--- config.mk ---
export PLATFORM = sky130hd
export DESIGN_NAME = lddma_engine
export DESIGN_NICKNAME = d
export VERILOG_FILES = /design/src/rtl/lddma_pkg.sv /design/src/rtl/lddma_step.sv /design/src/rtl/lddma_desc_regs.sv /design/src/rtl/lddma_engine.sv
export SDC_FILE = /design/constraint.sdc
export NUM_CORES = 1
export LEC_CHECK = 0
export BUFFER_PORTS_ARGS = -buffer_cell sky130_fd_sc_hd__buf_2
export CAP_MARGIN = 20
export CORE_UTILIZATION = 35
export DETAILED_ROUTE_END_ITERATION = 7
export PLACE_DENSITY_LB_ADDON = 0.3
export SETUP_SLACK_MARGIN = 0.1
export SYNTH_ARGS = -nofsm -noshare
export SYNTH_HDL_FRONTEND = slang
export SYNTH_HIERARCHICAL = 1
export SYNTH_SLANG_ARGS = --single-unit
--- constraint.sdc ---
create_clock -name clk -period 3.5 [get_ports clk]
set_input_delay 0.7 -clock clk [delete_from_list [all_inputs] [get_ports clk]]
set_output_delay 0.7 -clock clk [all_outputs]
set_load 0.01 [all_outputs]
--- src/rtl/lddma_pkg.sv ---
package lddma_pkg;
   localparam int HDR_VALID  = 0;
   localparam int CFG_LINK   = 31;
   localparam int CFG_NOIRQ  = 24;
   localparam int CFG_DFIX   = 21;
   localparam int CFG_SFIX   = 20;
   localparam int CFG_DSZ_LO = 16;
   localparam int CFG_SSZ_LO = 12;
   localparam int CFG_TODEV  = 3;

   localparam int DESC_WORDS = 8;
   localparam int IDX_W      = $clog2(DESC_WORDS);

   localparam logic [IDX_W-1:0] WI_HDR  = 3'd0;
   localparam logic [IDX_W-1:0] WI_SRC  = 3'd1;
   localparam logic [IDX_W-1:0] WI_DST  = 3'd2;
   localparam logic [IDX_W-1:0] WI_CNT  = 3'd3;
   localparam logic [IDX_W-1:0] WI_CFG  = 3'd4;
   localparam logic [IDX_W-1:0] WI_LINK = 3'd7;

   typedef enum logic [2:0] {
      ST_IDLE,
      ST_FETCH,
      ST_REQ,
      ST_READ,
      ST_WRITE,
      ST_BACK,
      ST_FIN
   } st_e;
endpackage

--- src/rtl/lddma_step.sv ---
module lddma_step #(
   parameter int AW = 32
) (
   input  logic [AW-1:0] addr,
   input  logic [2:0]    size_log2,
   input  logic          hold,
   output logic [AW-1:0] next
);
   logic [AW-1:0] stride;

   assign stride = AW'(1) << size_log2;
   assign next   = hold ? addr : addr + stride;
endmodule

--- src/rtl/lddma_desc_regs.sv ---
module lddma_desc_regs
   import lddma_pkg::*;
#(
   parameter int AW = 32,
   parameter int CW = 32
) (
   input  logic             clk,
   input  logic             rst_n,
   input  logic             load_prog,
   input  logic [31:0]      prog_cfg,
   input  logic [AW-1:0]    prog_src,
   input  logic [AW-1:0]    prog_dst,
   input  logic [CW-1:0]    prog_cnt,
   input  logic             cap_en,
   input  logic [IDX_W-1:0] cap_idx,
   input  logic [31:0]      cap_data,
   input  logic             adv,
   input  logic [AW-1:0]    src_nxt,
   input  logic [AW-1:0]    dst_nxt,
   input  logic [CW-1:0]    cnt_nxt,
   output logic [31:0]      hdr,
   output logic [AW-1:0]    src,
   output logic [AW-1:0]    dst,
   output logic [CW-1:0]    cnt,
   output logic [31:0]      cfg,
   output logic [AW-1:0]    link
);
   always_ff @(posedge clk) begin
      if (!rst_n) begin
         hdr  <= '0;
         src  <= '0;
         dst  <= '0;
         cnt  <= '0;
         cfg  <= '0;
         link <= '0;
      end else if (load_prog) begin
         hdr <= '0;
         src <= prog_src;
         dst <= prog_dst;
         cnt <= prog_cnt;
         cfg <= prog_cfg;
      end else if (cap_en) begin
         case (cap_idx)
            WI_HDR:  hdr  <= cap_data;
            WI_SRC:  src  <= cap_data[AW-1:0];
            WI_DST:  dst  <= cap_data[AW-1:0];
            WI_CNT:  cnt  <= cap_data[CW-1:0];
            WI_CFG:  cfg  <= cap_data;
            WI_LINK: link <= cap_data[AW-1:0];
            default: ;
         endcase
      end else if (adv) begin
         src <= src_nxt;
         dst <= dst_nxt;
         cnt <= cnt_nxt;
      end
   end

   // every beat shrinks the remaining count
   p_cnt_drop_r2 : assert property (@(posedge clk) disable iff (!rst_n)
      adv |=> (cnt < $past(cnt)));
endmodule

--- src/rtl/lddma_engine.sv ---
module lddma_engine
   import lddma_pkg::*;
#(
   parameter int AW = 32,
   parameter int CW = 32
) (
   input  logic          clk,
   input  logic          rst_n,
   input  logic          start,
   input  logic [31:0]   prog_cfg,
   input  logic [AW-1:0] prog_link,
   input  logic [AW-1:0] prog_src,
   input  logic [AW-1:0] prog_dst,
   input  logic [CW-1:0] prog_count,
   input  logic          dreq,
   output logic          dack,
   output logic          busy,
   output logic          err,
   output logic          end_irq,
   output logic          mem_req,
   output logic          mem_we,
   output logic [AW-1:0] mem_addr,
   output logic [31:0]   mem_wdata,
   input  logic [31:0]   mem_rdata,
   input  logic          mem_ready,
   input  logic          mem_err
);
   localparam int WORD_SHIFT = 2;

   generate
      if (AW < 8 || AW > 32) begin : g_bad_aw
         $error("lddma_engine: AW must lie in 8..32");
      end
      if (CW < 4 || CW > 32) begin : g_bad_cw
         $error("lddma_engine: CW must lie in 4..32");
      end
   endgenerate

   st_e              st;
   logic [IDX_W-1:0] idx;
   logic [AW-1:0]    dbase;
   logic [31:0]      dbuf;
   logic             link_mode;

   logic [31:0]      hdr;
   logic [31:0]      cfg;
   logic [AW-1:0]    src, dst, link;
   logic [AW-1:0]    src_nxt, dst_nxt;
   logic [CW-1:0]    cnt, cnt_nxt, unit;
   logic             ack, last_beat;
   logic             load_prog, cap_en, adv;

   assign ack       = mem_req && mem_ready;
   assign unit      = CW'(1) << cfg[CFG_SSZ_LO +: 3];
   assign last_beat = (cnt <= unit);
   assign cnt_nxt   = last_beat ? '0 : cnt - unit;

   assign load_prog = (st == ST_IDLE) && start && !prog_cfg[CFG_LINK];
   assign cap_en    = (st == ST_FETCH) && ack && !mem_err;
   assign adv       = (st == ST_WRITE) && ack && !mem_err;

   lddma_desc_regs #(.AW(AW), .CW(CW)) u_regs (
      .clk      (clk),
      .rst_n    (rst_n),
      .load_prog(load_prog),
      .prog_cfg (prog_cfg),
      .prog_src (prog_src),
      .prog_dst (prog_dst),
      .prog_cnt (prog_count),
      .cap_en   (cap_en),
      .cap_idx  (idx),
      .cap_data (mem_rdata),
      .adv      (adv),
      .src_nxt  (src_nxt),
      .dst_nxt  (dst_nxt),
      .cnt_nxt  (cnt_nxt),
      .hdr      (hdr),
      .src      (src),
      .dst      (dst),
      .cnt      (cnt),
      .cfg      (cfg),
      .link     (link)
   );

   lddma_step #(.AW(AW)) u_src_step (
      .addr     (src),
      .size_log2(cfg[CFG_SSZ_LO +: 3]),
      .hold     (cfg[CFG_SFIX]),
      .next     (src_nxt)
   );

   lddma_step #(.AW(AW)) u_dst_step (
      .addr     (dst),
      .size_log2(cfg[CFG_DSZ_LO +: 3]),
      .hold     (cfg[CFG_DFIX]),
      .next     (dst_nxt)
   );

   // bus outputs
   always_comb begin
      mem_req   = 1'b0;
      mem_we    = 1'b0;
      mem_addr  = '0;
      mem_wdata = '0;
      case (st)
         ST_FETCH: begin
            mem_req  = 1'b1;
            mem_addr = dbase + (AW'(idx) << WORD_SHIFT);
         end
         ST_READ: begin
            mem_req  = 1'b1;
            mem_addr = src;
         end
         ST_WRITE: begin
            mem_req   = 1'b1;
            mem_we    = 1'b1;
            mem_addr  = dst;
            mem_wdata = dbuf;
         end
         ST_BACK: begin
            mem_req   = 1'b1;
            mem_we    = 1'b1;
            mem_addr  = dbase;
            mem_wdata = {hdr[31:1], 1'b0};
         end
         default: ;
      endcase
   end

   assign busy = (st != ST_IDLE);
   assign dack = ack && !mem_err &&
                 (((st == ST_READ) && !cfg[CFG_TODEV]) ||
                  ((st == ST_WRITE) && cfg[CFG_TODEV]));

   // walk sequencer
   always_ff @(posedge clk) begin
      if (!rst_n) begin
         st        <= ST_IDLE;
         idx       <= '0;
         dbase     <= '0;
         dbuf      <= '0;
         link_mode <= 1'b0;
         err       <= 1'b0;
         end_irq   <= 1'b0;
      end else begin
         end_irq <= 1'b0;
         case (st)
            ST_IDLE: begin
               if (start) begin
                  err <= 1'b0;
                  if (prog_cfg[CFG_LINK]) begin
                     link_mode <= 1'b1;
                     dbase     <= prog_link;
                     idx       <= '0;
                     st        <= ST_FETCH;
                  end else begin
                     link_mode <= 1'b0;
                     st        <= (prog_count == '0) ? ST_FIN : ST_REQ;
                  end
               end
            end
            ST_FETCH: begin
               if (ack) begin
                  if (mem_err) begin
                     err <= 1'b1;
                     st  <= ST_IDLE;
                  end else if (idx == WI_HDR && !mem_rdata[HDR_VALID]) begin
                     st <= ST_IDLE;
                  end else if (idx == WI_LINK) begin
                     st <= (cnt == '0) ? ST_BACK : ST_REQ;
                  end else begin
                     idx <= idx + 1'b1;
                  end
               end
            end
            ST_REQ: begin
               if (dreq) st <= ST_READ;
            end
            ST_READ: begin
               if (ack) begin
                  if (mem_err) begin
                     err <= 1'b1;
                     st  <= ST_IDLE;
                  end else begin
                     dbuf <= mem_rdata;
                     st   <= ST_WRITE;
                  end
               end
            end
            ST_WRITE: begin
               if (ack) begin
                  if (mem_err) begin
                     err <= 1'b1;
                     st  <= ST_IDLE;
                  end else if (last_beat) begin
                     st <= link_mode ? ST_BACK : ST_FIN;
                  end else begin
                     st <= ST_REQ;
                  end
               end
            end
            ST_BACK: begin
               if (ack) begin
                  if (mem_err) begin
                     err <= 1'b1;
                     st  <= ST_IDLE;
                  end else begin
                     st <= ST_FIN;
                  end
               end
            end
            ST_FIN: begin
               end_irq <= !cfg[CFG_NOIRQ];
               if (link_mode && cfg[CFG_NOIRQ]) begin
                  dbase <= link;
                  idx   <= '0;
                  st    <= ST_FETCH;
               end else begin
                  st <= ST_IDLE;
               end
            end
            default: st <= ST_IDLE;
         endcase
      end
   end

   logic unused_bits;
   assign unused_bits = ^{cfg[31:25], cfg[23:22], cfg[19], cfg[15], cfg[11:4],
                          cfg[2:0], hdr[0]};

   // a pending access keeps its address, direction and data
   p_req_hold_r11 : assert property (@(posedge clk) disable iff (!rst_n)
      (mem_req && !mem_ready) |=> (mem_req && $stable(mem_addr) &&
                                   $stable(mem_we) && $stable(mem_wdata)));

   // an idle channel drives no bus or device activity
   p_idle_quiet_r1 : assert property (@(posedge clk) disable iff (!rst_n)
      !busy |-> (!mem_req && !dack));

   // an invalid header ends the walk at once without interrupt
   p_invalid_stop_r5 : assert property (@(posedge clk) disable iff (!rst_n)
      ((st == ST_FETCH) && (idx == WI_HDR) && ack && !mem_err && !mem_rdata[HDR_VALID])
      |=> (!busy && !end_irq));

   // an error response stops the channel with status set
   p_err_stop_r10 : assert property (@(posedge clk) disable iff (!rst_n)
      (ack && mem_err) |=> (err && !busy && !end_irq));

   // the end pulse only comes with the channel stopped
   p_irq_idle_r7 : assert property (@(posedge clk) disable iff (!rst_n)
      end_irq |-> !busy);

   // one acknowledge cycle per beat
   p_dack_pulse_r9 : assert property (@(posedge clk) disable iff (!rst_n)
      dack |=> !dack);
endmodule

==> results.txt, run 1 <==
In this run the clock root is driven by a sky130_fd_sc_hd__clkbuf_16. The via count of the first global-routing pass is 15100. The multi-input logic area came out at 10900 µm². The actual transition at the worst max-transition pin is 1.09 ns.

The worst hold path cell count is 3. The worst setup path is of the reg -> out kind. The post-route clock skew is 0.0193 ns.

The routed length per placed instance is 22.5 µm. The area occupied by registers came out at 4860 µm². The highest clock rate is 297 MHz.

The startpoint type of the worst setup path is a flop. The layout overhead on the synthesized area is 18.6%. The largest fanout on the critical path is 7. The worst hold path belongs to the class in -> reg. A synthesized cell averages 8.15 µm². The number of sinks on the clock net came out at 242.

The y dimension of the die is 218 µm. The width of the die came out at 218 µm. The total leakage power is 7.56 nW. Detailed placement finished with a half-perimeter wire length of 46000 µm. Of the available clock period, the critical path in the final layout requires 0.961.

The number of DRC violations after detailed-routing iteration 0 is 1837. The starting density of the core is 0.358. The finished cells cover 19400 µm². The worst voltage drop across the vdd grid is 0.000837 V. The core area came out at 45700 µm². The most critical setup path has its endpoint at mem_addr[31].

The area of the die is 47500 µm². Headroom to the max-slew limit came out at 0.275. The post-route minimum period came out at 3.36 ns.

The count of hold buffers inserted by post-cts repair came out at 0. The largest single stage delay on the critical path is 0.36 ns. The fill cell instance count of the final layout is 4521.

The port buffer count came out at 246. The last weighted congestion value of the routability-driven placer came out at 0.929. The placed standard-cell area came out at 18200 µm². The initial antenna violation count is 4. The final net count came out at 2420. For this design the ratio of total power to cell area is 830 nW/µm². The count of pins on the block boundary is 268. The minimum setup slack after placement is 0.182 ns. Setup repair after global routing could not meet its margin everywhere.

In the final timing run, aggregate negative setup slack is 0 ns. In this run the critical register-to-register path is launched from u_regs/cfg[13]. For this run, design rule violations remaining after detail routing come to 0. The mapped netlist covers 16300 µm². The data arrival time of the critical path is 2.66 ns.

The via count is 16200. The tightest hold path in the finished design has a slack of 0.429 ns. The clock passes through at most 3 buffers.

In this run the worst setup path begins at dbase[3]. The largest net degree at the start of global routing is 63. The power after layout is 16.1 mW. The slowest cell on the critical path is sky130_fd_sc_hd__dfxtp_1.

For the worst-skew pair, the clock arrives at the later sink with an insertion delay of 0.58 ns. The number of cells produced by synthesis is 2004. The first TritonRoute pass finished after 6 iterations. Global routing finished with a remaining overflow of 0. The number of rows created at floorplan is 78. The final worst setup slack came out at 0.137 ns. The register-to-register setup slack came out at 0.29 ns. The CTS H-tree depth came out at 1. The number of max-slew violations in the final report was 0. The remaining number of nets flagged by the antenna check after routing is 0. The number of buffers added by the clock tree synthesis step is 30. Counting cells, the worst reg-to-reg path comes to 11.

The post-synth net total is 2236. TritonCTS built the clock tree. Of the cells placed in the final design, the portion with a size suffix greater than 1 is 0.242. The wire length of the first global-routing pass came out at 93400 µm. The global-route total usage across every layer is 0.256. The final-report hold violation count came to 0. Counting stages on the worst path, the most repeated cell is sky130_fd_sc_hd__a21o_1. The required time reported for the critical path endpoint came out at 2.80 ns. Setup violations remaining at the end of the flow were counted as 0. The signal on the critical path passes through ha_1, a21o_1, a21o_1, buf_4, nand4b_4, nor4_4, xnor2_1, o21ai_1, buf_2.

The flow ran to the end, and the final reports show no timing, DRC or antenna violations. Yosys printed 6 warnings. The tool flagged a number of max-cap violations equal to 0. The via density per instance came out at 5.76. The total routed wirelength came out at 63300 µm. The type of element capturing the critical path is an output pin. The clock-pin slew on the worst setup and hold paths is 0.06 ns. The destination of the worst register-to-register timing path is u_regs/src[18].
[what timing repair did]
item                       4_1_cts  5_1_grt
pin swaps                        4        8
buffers inserted                 0        2
resized for setup               14       22
setup endpoints to repair       16       55
hold endpoints to repair         0        0
[state kept, by name (all words and copies together) (netlist names)]
register,count
u_regs/cfg,10
idx,3
link_mode,1
u_regs/link,32
u_regs/src,32
u_regs/cnt,32
dbuf,32
u_regs/hdr,31
st,3
end_irq,1
u_regs/dst,32
err,1
dbase,32
[area by class of cell]
class	count	area share
repair buffers	309	0.0910
diodes	1	0.000129
clock inverters	7	0.00542
multi-input cells	1581	0.561
inverters	24	0.00465
well taps	600	0.0387
flip-flops and latches	242	0.251
clock buffers	48	0.0485
[worst max-delay path: cells and delay by family, from the launching register on]
family	cells	cell delay (ns)
fa+ha+maj	1	0.29
compound gates	3	0.45
flops	1	0.36
simple gates	2	0.53
xor+xnor	1	0.10
buf+inv	2	0.34
[metal layers]
layer,wire length [µm],global-route usage
met1,28400,0.361
met2,28400,0.408
met3,4930,0.0374
met4,1560,0.0615
met5,0,0
[power by group]
part / leakage, nW / switching (mW) / internal (mW)
clock: 0.506 / 1.30 / 1.98
combinational: 5.09 / 4.79 / 4.29
sequential: 1.96 / 0.590 / 3.13
total: 7.56 / 6.68 / 9.40
[metrics by stage]
stage,std cells,utilization
after global placement,2753,0.398
after detailed placement,2753,0.398
after global routing,2811,0.424
final,2812,0.424
after floorplan,2004,-
after CTS,2808,0.422
[worst min-delay path by stage]
stage	start	to	slack (ns)
finish	prog_dst[25]	u_regs/dst[25]	0.43
global route	prog_dst[3]	u_regs/dst[3]	0.44
CTS	prog_dst[25]	u_regs/dst[25]	0.41
detailed placement	dbuf[10]	dbuf[10]	0.45
global placement	dbuf[0]	dbuf[0]	0.44
floorplan	dbuf[0]	dbuf[0]	0.43
[cells in the final DEF, fill, tap and decap left out, drive strengths merged, types with 24 or more instances in the layout]
cell type,count
nor2,141
clkbuf,48
nand3,69
inv,24
nand4,26
xor2,33
o21ai,75
o22ai,100
a21oi,133
buf,309
nor3,36
nand2,313
xnor2,74
mux2i,187
dfxtp,242
ha,30
a211oi,44
mux2,103
Note: power is estimated with default switching activity, not from simulation.
==> run 2, diff against run 1 <==
--- a/config.mk
+++ b/config.mk
@@ -6,4 +6,5 @@
 export NUM_CORES = 1
 export LEC_CHECK = 0
+export ABC_AREA = 1
 export BUFFER_PORTS_ARGS = -buffer_cell sky130_fd_sc_hd__buf_2
 export CAP_MARGIN = 20
==> constraint.sdc (replaced) <==
create_clock -name clk -period 3.5 [get_ports clk]
set_input_delay 0.35 -clock clk [delete_from_list [all_inputs] [get_ports clk]]
set_output_delay 0.35 -clock clk [all_outputs]
set_load 0.01 [all_outputs]
==> run 2 against run 1 <==
Sequential share of layout area shrank 1.2 points. Flip-flop and latch count is the same. Combinational power shrank 43%. Global-route usage grew 2.2 points. First-iteration DRC count grew 19%. Utilization shrank 1.1 points. Worst setup slack gained 0.15 ns. Cell count grew 39%. Critical path type unchanged. Highest routed layer is now met5.
==> results.txt, run 2 <==
The largest fanout on the critical path is 8 (+1). The final cell utilization of the core came out at 0.414 (-0.0109). In this design, the critical path's most frequently occurring cell is sky130_fd_sc_hd__nand2_1.

On the critical path the largest part of the delay comes from simple AND/OR/NAND/NOR gates. The via count is 19900 (+23%). The wire length of the first global-routing pass is 107000 µm (+15%).

The initial antenna violation count came to 4 (unchanged). The width of the die came to 225 µm (+3.3%). The starting density of the core is 0.356 (-0.00203). The switching component of the power was 5.60 mW (-16%). The fill cell instance count of the final layout is 5474 (+21%). The number of synthesis warnings was 6 (unchanged). The leading cell type in the layout, fill and taps excluded is sky130_fd_sc_hd__nand2_1. The actual transition at the worst max-transition pin is 0.845 ns (-0.242 ns). The buffer count from post-CTS setup fixing came to 0 (unchanged). The last weighted congestion value of the routability-driven placer came out at 0.985 (+6.0%). The register-to-register setup slack came out at 0.57 ns (+0.28 ns). Setup repair after global routing left no endpoint under its margin. The post-route clock skew came out at 0.0170 ns (-0.00224 ns). The number of cell instances on the worst register-to-register path came out at 18 (+7). STA classifies the critical path endpoint as an output pin. The core area is 49100 µm² (+7.4%). The clock network latency to the later pin of the worst-skew pair is 0.60 ns (+0.02 ns). The final net count came to 3447 (+42%). The logic gate share of total power is 0.410 (-0.155).

The number of cells produced by synthesis is 3044 (+52%). The detailed-placement wirelength estimate came out at 53900 µm (+17%). The total routed wirelength came out at 71900 µm (+14%).

In this run the worst setup path begins at idx[0]. The number of buffers added by the clock tree synthesis step came to 29 (-3.3%). The final-report hold violation count came out at 0 (unchanged). The worst voltage drop across the vdd grid is 0.000382 V (-54%).

The remaining number of nets flagged by the antenna check after routing is 0 (unchanged). The number of sinks on the clock net came out at 242 (unchanged). The highest clock rate was 311 MHz (+4.6%). The cell sitting at the root of the clock tree is a sky130_fd_sc_hd__clkbuf_16. The slowest cell on the critical path is sky130_fd_sc_hd__fa_1. The post-route DRC violation count is 0 (unchanged).

The data arrival time of the critical path is 2.86 ns (+0.20 ns). The CTS H-tree depth came out at 1 (unchanged). The number of buffer and inverter stages on the critical path was 3 (+1). The post-route minimum period is 3.21 ns (-0.148 ns). The largest net degree at the start of global routing was 79 (+25%). The destination of the worst register-to-register timing path is u_regs/cnt[22].

The aggregate global routing overflow came out at 0 (unchanged). The most critical setup path has its endpoint at mem_addr[24]. The startpoint identified for the worst register-to-register timing path is u_regs/cfg[12].

The period utilization came out at 0.918 (-0.0424). The required time reported for the critical path endpoint came out at 3.15 ns (+0.35 ns). The clock share of power came to 0.262 (+0.058). The layout overhead on the synthesized area came out at 16.3%. The number of DRC violations after detailed-routing iteration 0 came to 2193 (+19%).

The power after layout came out at 12.7 mW (-21%). The final setup violation count came to 0 (unchanged). The global-route met3 utilization is 0.0501 (+0.0127). The area of the die came out at 50700 µm² (+6.7%). The fraction of met2 tracks used by global routing is 0.435 (+0.0267). The layer carrying the most global-route usage is met2. The depth of the critical timing path with buffers and inverters included is 14 (+5).

The library cells used most frequently in the layout, excluding fill and tap cells, are sky130_fd_sc_hd__nand2_1, sky130_fd_sc_hd__nor2_1, sky130_fd_sc_hd__inv_1, sky130_fd_sc_hd__nand3_1, sky130_fd_sc_hd__buf_2. The met1 track demand over resource is 0.385 (+0.0236). The maximum cell stage delay along the critical path was 0.40 ns (+0.04 ns). The total leakage power was 9.96 nW (+32%). The clock-pin slew on the worst setup and hold paths came out at 0.06 ns (about the same). The number of max-slew violations in the final report is 0 (unchanged). The detailed-router iteration count before antenna repair is 6 (unchanged). The run finished with clean final reports. The routed length per placed instance came to 18.4 µm (-18%). The internal cell power is 7.08 mW (-25%). The clock tree from TritonCTS is done. The port buffer count was 246 (unchanged). The startpoint type of the worst setup path is a flop. The critical path goes through ha_1, fa_1, nand2_1, nand2_1, nand2_1, inv_1, nand2_1, nor2_1, inv_1, nor3_1, or2_2, nand3_1, nand2_1, buf_2. The y dimension of the die came out at 225 µm (+3.3%). The count of pins on the block boundary is 268 (unchanged).

The post-synthesis instance area came out at 17400 µm² (+6.8%). The fraction of power spent switching nets came out at 0.442 (+0.0263). The via count of the first global-routing pass came out at 17900 (+18%). In this run the worst hold path is classified as in -> reg. The headroom to the max-slew limit came out at 0.436 (+0.161).

The ratio of cells with drive above 1 in the final layout is 0.131 (-0.110). The via density per instance was 5.09 (-12%). The reported max-cap violation count is 0 (unchanged).

The power density normalized to cell area is 625 nW/µm² (-25%). The global-route total usage across every layer came to 0.278 (+0.0220). The critical path in this run is classified as reg -> out. The average instance area after synthesis is 5.73 µm² (-30%). The post-synth net total came out at 3276 (+47%). The largest buffer count on any clock path was 3 (unchanged). The number of rows created at floorplan came out at 81 (+3.8%). The relative contribution of sequential cells to total power came out at 0.327 (+0.096).

The setup total negative slack was 0 ns (unchanged).
==> run 2: area by class of cell <==
| type | instances | area [µm²] | area share |
|---|---|---|---|
| Inverter | 310 | 1160 | 0.0574 |
| Tap cell | 664 | 831 | 0.0410 |
| Antenna cell | 2 | 5.00 | 0.000247 |
| Clock inverter | 13 | 194 | 0.00956 |
| Multi-Input combinational cell | 2345 | 10800 | 0.531 |
| Sequential cell | 242 | 4850 | 0.239 |
| Clock buffer | 40 | 847 | 0.0418 |
| Timing Repair Buffer | 287 | 1620 | 0.0801 |
==> run 2: worst reg2reg max path, delay by kind of cell (launching register included) <==
| family | cells | cell delay (ns) |
|---|---|---|
| flip-flops | 1 | 0.46 |
| buffers and inverters | 1 | 0.09 |
| AND/OR/NAND/NOR | 15 | 1.64 |
| adder cells (fa/ha/maj) | 2 | 0.62 |
==> run 2: power by group through the flow <==
| stage | clock network [mW] | logic (mW) | registers (mW) |
|---|---|---|---|
| 2_1_floorplan | 0 | 3.99 | 3.82 |
| 3_3_place_gp | 0 | 5.10 | 4.18 |
| 3_5_place_dp | 0 | 5.11 | 4.18 |
| 4_1_cts | 3.36 | 5.14 | 4.13 |
| 5_1_grt | 3.47 | 5.99 | 4.22 |
| 6_report | 3.33 | 5.20 | 4.15 |
==> run 2: worst min path at each step <==
stage | start | end | slack [ns] | cells after the start
2_1_floorplan | u_regs/hdr[17] | u_regs/hdr[17] | 0.42 | 2
3_3_place_gp | u_regs/hdr[20] | u_regs/hdr[20] | 0.43 | 2
3_5_place_dp | u_regs/hdr[22] | u_regs/hdr[22] | 0.44 | 2
4_1_cts | prog_link[25] | dbase[25] | 0.005 | 3
5_1_grt | prog_link[18] | dbase[18] | 0.03 | 3
6_report | prog_link[25] | dbase[25] | 0.02 | 3
==> run 2: timing repair <==
item                                    in CTS  in global routing
gates resized for setup                      1                  5
pin swaps                                    0                  0
hold buffers                                 0                  0
endpoints found under the setup margin       1                  4
==> run 2: metrics by stage <==
| stage | setup WS, ns | hold WS, ns | area, µm² | cells |
|---|---|---|---|---|
| 2_1_floorplan | 0.985 | 0.423 | 17400 | 3044 |
| 4_1_cts | 0.112 | 0.00484 | 20200 | 3900 |
| 6_report | 0.286 | 0.0210 | 20300 | 3903 |
| 3_5_place_dp | 0.604 | 0.437 | 19200 | 3847 |
| 3_3_place_gp | 0.598 | 0.432 | 19200 | 3847 |
| 5_1_grt | 0.112 | 0.0344 | 20300 | 3903 |
==> run 2: per-layer routing <==
metal  part of all wire  vias up
met5            0.00018        -
li1                   -    10000
met4              0.035        2
met2               0.44      782
met3              0.088      118
met1               0.44     8967
